==> config.mk <==
export PLATFORM = sky130hd
export DESIGN_NAME = gsp_port
export DESIGN_NICKNAME = d
export VERILOG_FILES = /design/src/rtl/gsp_pkg.sv /design/src/rtl/gsp_sync.sv /design/src/rtl/gsp_pin_mux.sv /design/src/rtl/gsp_pc_detect.sv /design/src/rtl/gsp_port.sv
export SDC_FILE = /design/constraint.sdc
export NUM_CORES = 1
export LEC_CHECK = 0
export BUFFER_PORTS_ARGS = -buffer_cell sky130_fd_sc_hd__clkbuf_2
export CAP_MARGIN = 20
export CORE_MARGIN = 5
export CORE_UTILIZATION = 44
export CTS_BUF_LIST = sky130_fd_sc_hd__clkbuf_4
export CTS_CLUSTER_DIAMETER = 100
export DETAILED_ROUTE_END_ITERATION = 10
export PLACE_DENSITY = 0.87
export SLEW_MARGIN = 15
export SYNTH_ARGS = -nofsm -noshare
export SYNTH_HDL_FRONTEND = slang
export SYNTH_SLANG_ARGS = --single-unit
==> constraint.sdc <==
create_clock -name clk -period 2 [get_ports clk]
set_clock_uncertainty 0.2 [all_clocks]
set_input_delay 0.1 -clock clk [delete_from_list [all_inputs] [get_ports clk]]
set_output_delay 0.1 -clock clk [all_outputs]
set_load 0.03 [all_outputs]
==> src/rtl/gsp_pkg.sv <==
package gsp_pkg;

    typedef enum logic [2:0] {
        ROLE_GPIO,
        ROLE_SEL,
        ROLE_CLK,
        ROLE_MDO,
        ROLE_MDI,
        ROLE_CMPA,
        ROLE_CMPB
    } pin_role_e;

    typedef struct packed {
        logic oe;
        logic val;
    } pin_drv_t;

    typedef struct packed {
        logic on;
        logic master;
        logic slv_act;
        logic mosi;
        logic sck;
        logic miso;
    } spi_ctl_t;

    typedef struct packed {
        logic a;
        logic a_en;
        logic b;
        logic b_en;
    } cmp_ctl_t;

    function automatic pin_role_e role_for(input int idx, input int sel_b, input int clk_b,
                                           input int mdo_b, input int mdi_b,
                                           input int ca_b, input int cb_b);
        if (idx == sel_b) return ROLE_SEL;
        if (idx == clk_b) return ROLE_CLK;
        if (idx == mdo_b) return ROLE_MDO;
        if (idx == mdi_b) return ROLE_MDI;
        if (idx == ca_b)  return ROLE_CMPA;
        if (idx == cb_b)  return ROLE_CMPB;
        return ROLE_GPIO;
    endfunction

    function automatic pin_drv_t resolve(input pin_role_e role, input logic dir_b,
                                         input logic port_b, input spi_ctl_t s,
                                         input cmp_ctl_t c);
        pin_drv_t d;
        logic slave_mode;
        logic master_mode;
        slave_mode  = s.on && !s.master;
        master_mode = s.on && s.master;
        d.oe  = dir_b;
        d.val = port_b;
        unique case (role)
            ROLE_SEL: if (slave_mode) d.oe = 1'b0;
            ROLE_CLK: begin
                if (slave_mode)  d.oe  = 1'b0;
                if (master_mode) d.val = s.sck;
            end
            ROLE_MDO: begin
                if (slave_mode)  d.oe  = 1'b0;
                if (master_mode) d.val = s.mosi;
            end
            ROLE_MDI: begin
                if (master_mode) d.oe = 1'b0;
                if (slave_mode && s.slv_act) d.val = s.miso;
            end
            ROLE_CMPA: if (c.a_en) d.val = c.a;
            ROLE_CMPB: if (c.b_en) d.val = c.b;
            default: ;
        endcase
        return d;
    endfunction

endpackage

==> src/rtl/gsp_sync.sv <==
module gsp_sync #(
    parameter int WIDTH  = 8,
    parameter int STAGES = 2
) (
    input  logic             clk,
    input  logic             rst,
    input  logic [WIDTH-1:0] d,
    output logic [WIDTH-1:0] q
);
    logic [STAGES-1:0][WIDTH-1:0] stg;

    always_ff @(posedge clk) begin
        if (rst) begin
            stg <= '0;
        end else begin
            stg[0] <= d;
            for (int k = 1; k < STAGES; k++) stg[k] <= stg[k-1];
        end
    end

    assign q = stg[STAGES-1];
endmodule

==> src/rtl/gsp_pin_mux.sv <==
module gsp_pin_mux
    import gsp_pkg::*;
#(
    parameter int WIDTH = 8,
    parameter int SEL_BIT = 0,
    parameter int CLK_BIT = 1,
    parameter int MDO_BIT = 2,
    parameter int MDI_BIT = 3,
    parameter int CMPA_BIT = 5,
    parameter int CMPB_BIT = 6
) (
    input  logic [WIDTH-1:0] dir_bits,
    input  logic [WIDTH-1:0] port_bits,
    input  logic             pu_off,
    input  spi_ctl_t         spi,
    input  cmp_ctl_t         cmp,
    output logic [WIDTH-1:0] oe,
    output logic [WIDTH-1:0] val,
    output logic [WIDTH-1:0] pu
);
    for (genvar i = 0; i < WIDTH; i++) begin : g_pin
        localparam pin_role_e ROLE =
            role_for(i, SEL_BIT, CLK_BIT, MDO_BIT, MDI_BIT, CMPA_BIT, CMPB_BIT);
        pin_drv_t drv;
        always_comb begin
            drv   = resolve(ROLE, dir_bits[i], port_bits[i], spi, cmp);
            oe[i] = drv.oe;
            val[i] = drv.val;
            pu[i] = !drv.oe && port_bits[i] && !pu_off;
        end
    end
endmodule

==> src/rtl/gsp_pc_detect.sv <==
module gsp_pc_detect #(
    parameter int WIDTH = 8
) (
    input  logic             clk,
    input  logic             rst,
    input  logic [WIDTH-1:0] lvl,
    input  logic [WIDTH-1:0] mask,
    input  logic             clr,
    output logic             flag
);
    logic [WIDTH-1:0] hist;
    logic             hit;

    assign hit = |((lvl ^ hist) & mask);

    always_ff @(posedge clk) begin
        if (rst) begin
            hist <= '0;
            flag <= 1'b0;
        end else begin
            hist <= lvl;
            if (hit)      flag <= 1'b1;
            else if (clr) flag <= 1'b0;
        end
    end
endmodule

==> src/rtl/gsp_port.sv <==
module gsp_port
    import gsp_pkg::*;
#(
    parameter int WIDTH = 8,
    parameter int SYNC_STAGES = 2,
    parameter int SEL_BIT = 0,
    parameter int CLK_BIT = 1,
    parameter int MDO_BIT = 2,
    parameter int MDI_BIT = 3,
    parameter int CMPA_BIT = 5,
    parameter int CMPB_BIT = 6
) (
    input  logic             clk,
    input  logic             rst,
    input  logic [WIDTH-1:0] dir_bits,
    input  logic [WIDTH-1:0] port_bits,
    input  logic             pu_off,
    input  logic             spi_on,
    input  logic             spi_is_master,
    input  logic             spi_mosi,
    input  logic             spi_sck,
    input  logic             spi_miso,
    input  logic             cmp_a,
    input  logic             cmp_a_en,
    input  logic             cmp_b,
    input  logic             cmp_b_en,
    input  logic [WIDTH-1:0] pc_mask,
    input  logic             pc_clr,
    input  logic [WIDTH-1:0] pad_in,
    output logic [WIDTH-1:0] pad_oe,
    output logic [WIDTH-1:0] pad_out,
    output logic [WIDTH-1:0] pad_pu,
    output logic [WIDTH-1:0] pin_rd,
    output logic             pc_flag
);
    spi_ctl_t spi;
    cmp_ctl_t cmp;

    gsp_sync #(.WIDTH(WIDTH), .STAGES(SYNC_STAGES)) u_sync (
        .clk(clk), .rst(rst), .d(pad_in), .q(pin_rd)
    );

    always_comb begin
        spi.on      = spi_on;
        spi.master  = spi_is_master;
        spi.slv_act = !pin_rd[SEL_BIT];
        spi.mosi    = spi_mosi;
        spi.sck     = spi_sck;
        spi.miso    = spi_miso;
        cmp.a       = cmp_a;
        cmp.a_en    = cmp_a_en;
        cmp.b       = cmp_b;
        cmp.b_en    = cmp_b_en;
    end

    gsp_pin_mux #(
        .WIDTH(WIDTH), .SEL_BIT(SEL_BIT), .CLK_BIT(CLK_BIT), .MDO_BIT(MDO_BIT),
        .MDI_BIT(MDI_BIT), .CMPA_BIT(CMPA_BIT), .CMPB_BIT(CMPB_BIT)
    ) u_mux (
        .dir_bits(dir_bits), .port_bits(port_bits), .pu_off(pu_off),
        .spi(spi), .cmp(cmp), .oe(pad_oe), .val(pad_out), .pu(pad_pu)
    );

    gsp_pc_detect #(.WIDTH(WIDTH)) u_pc (
        .clk(clk), .rst(rst), .lvl(pin_rd), .mask(pc_mask), .clr(pc_clr), .flag(pc_flag)
    );
endmodule

==> flow_summary.yaml <==
grt:
  grt_util_all_layers_pct: 14.80
  grt_pass1_vias: 957
  grt_max_degree: 26
  antenna_found_initial: 0
  grt_overflow: 0
  grt_pass1_wl_um: 3960
drt:
  drc: 0
  detail-route-antenna-nets: 0
  drt-total-wl_um: 2535
  first_iter_violations: 28
  drt_pass1_iterations: 6
  wire_per_inst_um: 12.31
  viasPerCell: 4.417
  num_vias: 910
placed_design:
  place_congestion: 0.7113
  post-place-ws_ps: 664.1
  port-buffer-count: 77
  hpwl_um: 2087
critical_path:
  cp.required_ps: 1990
  critPathCaptureType: "flip-flop"
  critPathLaunchType: "flip-flop"
  critPathLaunch: "u_sync.q[3]"
  crit_type: "flip-flop to flip-flop"
  crit_chain: "xor2_1 -> a22o_1 -> a221oi_2 -> dlygate4sd3_1 -> a31oi_1"
  critPathMaxStageDelay_ps: 580
  r2r-start: "u_sync.q[3]"
  arrival_ps: 1860
  cp_max_fo: 3
  cpMaxStageDelayCell: "dlygate4sd3_1"
cts:
  clkTransAtPathRegs_ps: 130
  clk_path_buf_depth: 2
  numCtsBuffers: 3
  clock_sinks: 25
  root_buffer: "clkbuf_4"
  htreeDepth: 1
  cts_resized: 0
  clk-insertion-delay-late_ps: 310
  tritoncts: "done"
final_layout:
  synthToLayoutAreaGrowth_pct: 44.41
  utilization_pct: 67.31
  layout-drive-gt1-share_pct: 47.19
  diodes: 0
  n_fill_cell: 201
  finalNetCount: 224
timing:
  fin_ws_ps: 120.4
  period_needed_ps: 1880
  min_period_over_period_pct: 93.98
  worstMarginPinSlew_ps: 450.5
  relSlewSlack_pct: 69.96
  fmax_mhz: 532.0
  finalSetupTns_ps: 0
  hold_viol: 0
  drv_slew: 0
  finalSetupViolCount: 0
  grt_setup_unrepaired: "no"
power:
  ir_drop_mv: 0.5146
  seqPwrFrac_pct: 53.3
  combPwrFrac_pct: 24.8
  p_per_area_nw_per_um2: 654.6
  clkPwrFrac_pct: 21.9
  p_switching_mw: 0.2873
  switching_share_pct: 28.92
  p_int_mw: 0.7062
  leakage_nw: 0.7819
die:
  die_w_um: 58.88
  placeableCoreArea_um2: 2255
  rows: 17
  initial_core_util_pct: 46.61
  dieArea_um2: 3466
  num_io_pins: 78
  die_h_um: 58.88
yosys:
  syn_area_um2: 1051
  yosys_warnings: 0
  synth-seq-cells: 25
  syn_avg_cell_area_um2: 10.41
  syn_inst: 101
  synth_nets: 146
  seq_area_frac_synth_pct: 47.62
  yosysUniqueCellTypes: 17
flow_run:
  drv_cap: 0
outcome:
  outcome: "finished, final reports clean"
hold_path:
  hp-start: "rst"
  hold_class: "input port to flip-flop"
## synth_stat cells
| cell | n | area (um2) |
|---|---|---|
| xor2_1 | 8 | 70.07 |
| dfxtp_1 | 25 | 500.5 |
| a22o_1 | 1 | 8.760 |
| a21oi_1 | 1 | 5.000 |
| buf_4 | 15 | 112.6 |
| nor3b_1 | 8 | 60.06 |
| nor2_1 | 1 | 3.750 |
| a221oi_2 | 1 | 15.01 |
| mux2_1 | 3 | 33.78 |
| clkbuf_1 | 3 | 11.26 |
| nand2b_1 | 1 | 6.260 |
| a222oi_1 | 1 | 10.01 |
| a31oi_1 | 1 | 6.260 |
| nand2_1 | 1 | 3.750 |
| and2_1 | 4 | 25.02 |
| mux2_2 | 2 | 22.52 |
| nor2b_1 | 25 | 156.4 |
## registers in the layout (all words and copies together), names as in the netlist
name and count:
u_pc.hist 8, u_pc.flag 1, u_sync.stg 8, u_sync.q 8
## power by group through the flow
stage / clock (mW) / sequential [mW] / combinational (mW)
2_1_floorplan: 0 / 0.544 / 0.148
3_3_place_gp: 0 / 0.540 / 0.216
3_5_place_dp: 0 / 0.541 / 0.222
4_1_cts: 0.226 / 0.530 / 0.249
5_1_grt: 0.248 / 0.533 / 0.265
6_report: 0.218 / 0.530 / 0.246
## per-stage QoR
step | hold slack (ps) | power (mW) | instances | area [um2]
floorplan | -28.39 | 0.6919 | 101 | 1051
global placement | 109.8 | 0.7556 | 188 | 1348
detailed placement | 112.0 | 0.7626 | 188 | 1348
CTS | 66.12 | 1.005 | 206 | 1518
global route | 90.36 | 1.045 | 206 | 1518
finish | 71.73 | 0.9935 | 206 | 1518
## layout by cell type (no fill, tap or decap), drive strengths merged
cell type     n
dlygate4sd3  14
mux2          5
nand2b        1
nand2         1
xor2          8
a31oi         1
a22o          1
nor2          1
nor2b        25
dfxtp        25
and2          4
clkinvlp      1
a221oi        1
a222oi        1
nor3b         8
clkbuf       80
a21oi         1
## kinds of logic after synthesis
| logic type | Yosys count | share of synthesized area [%] |
|---|---|---|
| mux | 5 | 5.357 |
| buf+inv | 18 | 11.79 |
| xor+xnor | 8 | 6.667 |
| compound gates | 5 | 4.285 |
| flops | 25 | 47.62 |
| simple gates | 40 | 24.29 |
## per-layer routing
layer	part of all wire [%]	track usage, %	wire length (um)	vias to the layer above
met4	1.8	6.149	46	0
met3	5.8	3.070	146	6
met2	58	31.07	1476	30
li1	-	-	-	467
met5	0	0	0	-
met1	34	12.99	865	407
## final cells by class
cell class | count | area, um2 | area share [%]
Multi-Input combinational cell | 58 | 426.7 | 28.11
Clock inverter | 1 | 7.507 | 0.4946
Tap cell | 28 | 35.03 | 2.308
Sequential cell | 25 | 500.5 | 32.98
Timing Repair Buffer | 91 | 525.5 | 34.62
Clock buffer | 3 | 22.52 | 1.484
## worst paths after layout
| kind | end | slack (ps) | cells past startpoint |
|---|---|---|---|
| worst max-delay path | u_pc.flag | 120 | 5 |
| worst min-delay path | u_pc.hist[5] | 70 | 2 |
| worst max register to register | u_pc.flag | 120 | 5 |
| worst min register to register | u_sync.q[5] | 250 | 1 |
## worst max-delay path, delay by kind of cell (launching register included)
family | cells | cell delay, ps
flip-flops | 1 | 360
AO/OA/AOI/OAI | 3 | 480
buffers and inverters | 1 | 580
XOR/XNOR | 1 | 140
## what timing repair did
item	4_1_cts	5_1_grt
hold buffers	14	0
endpoints found under the hold margin	9	0
setup endpoints to repair	0	0
buffers inserted	0	0
(Power assumes the default switching activity.)
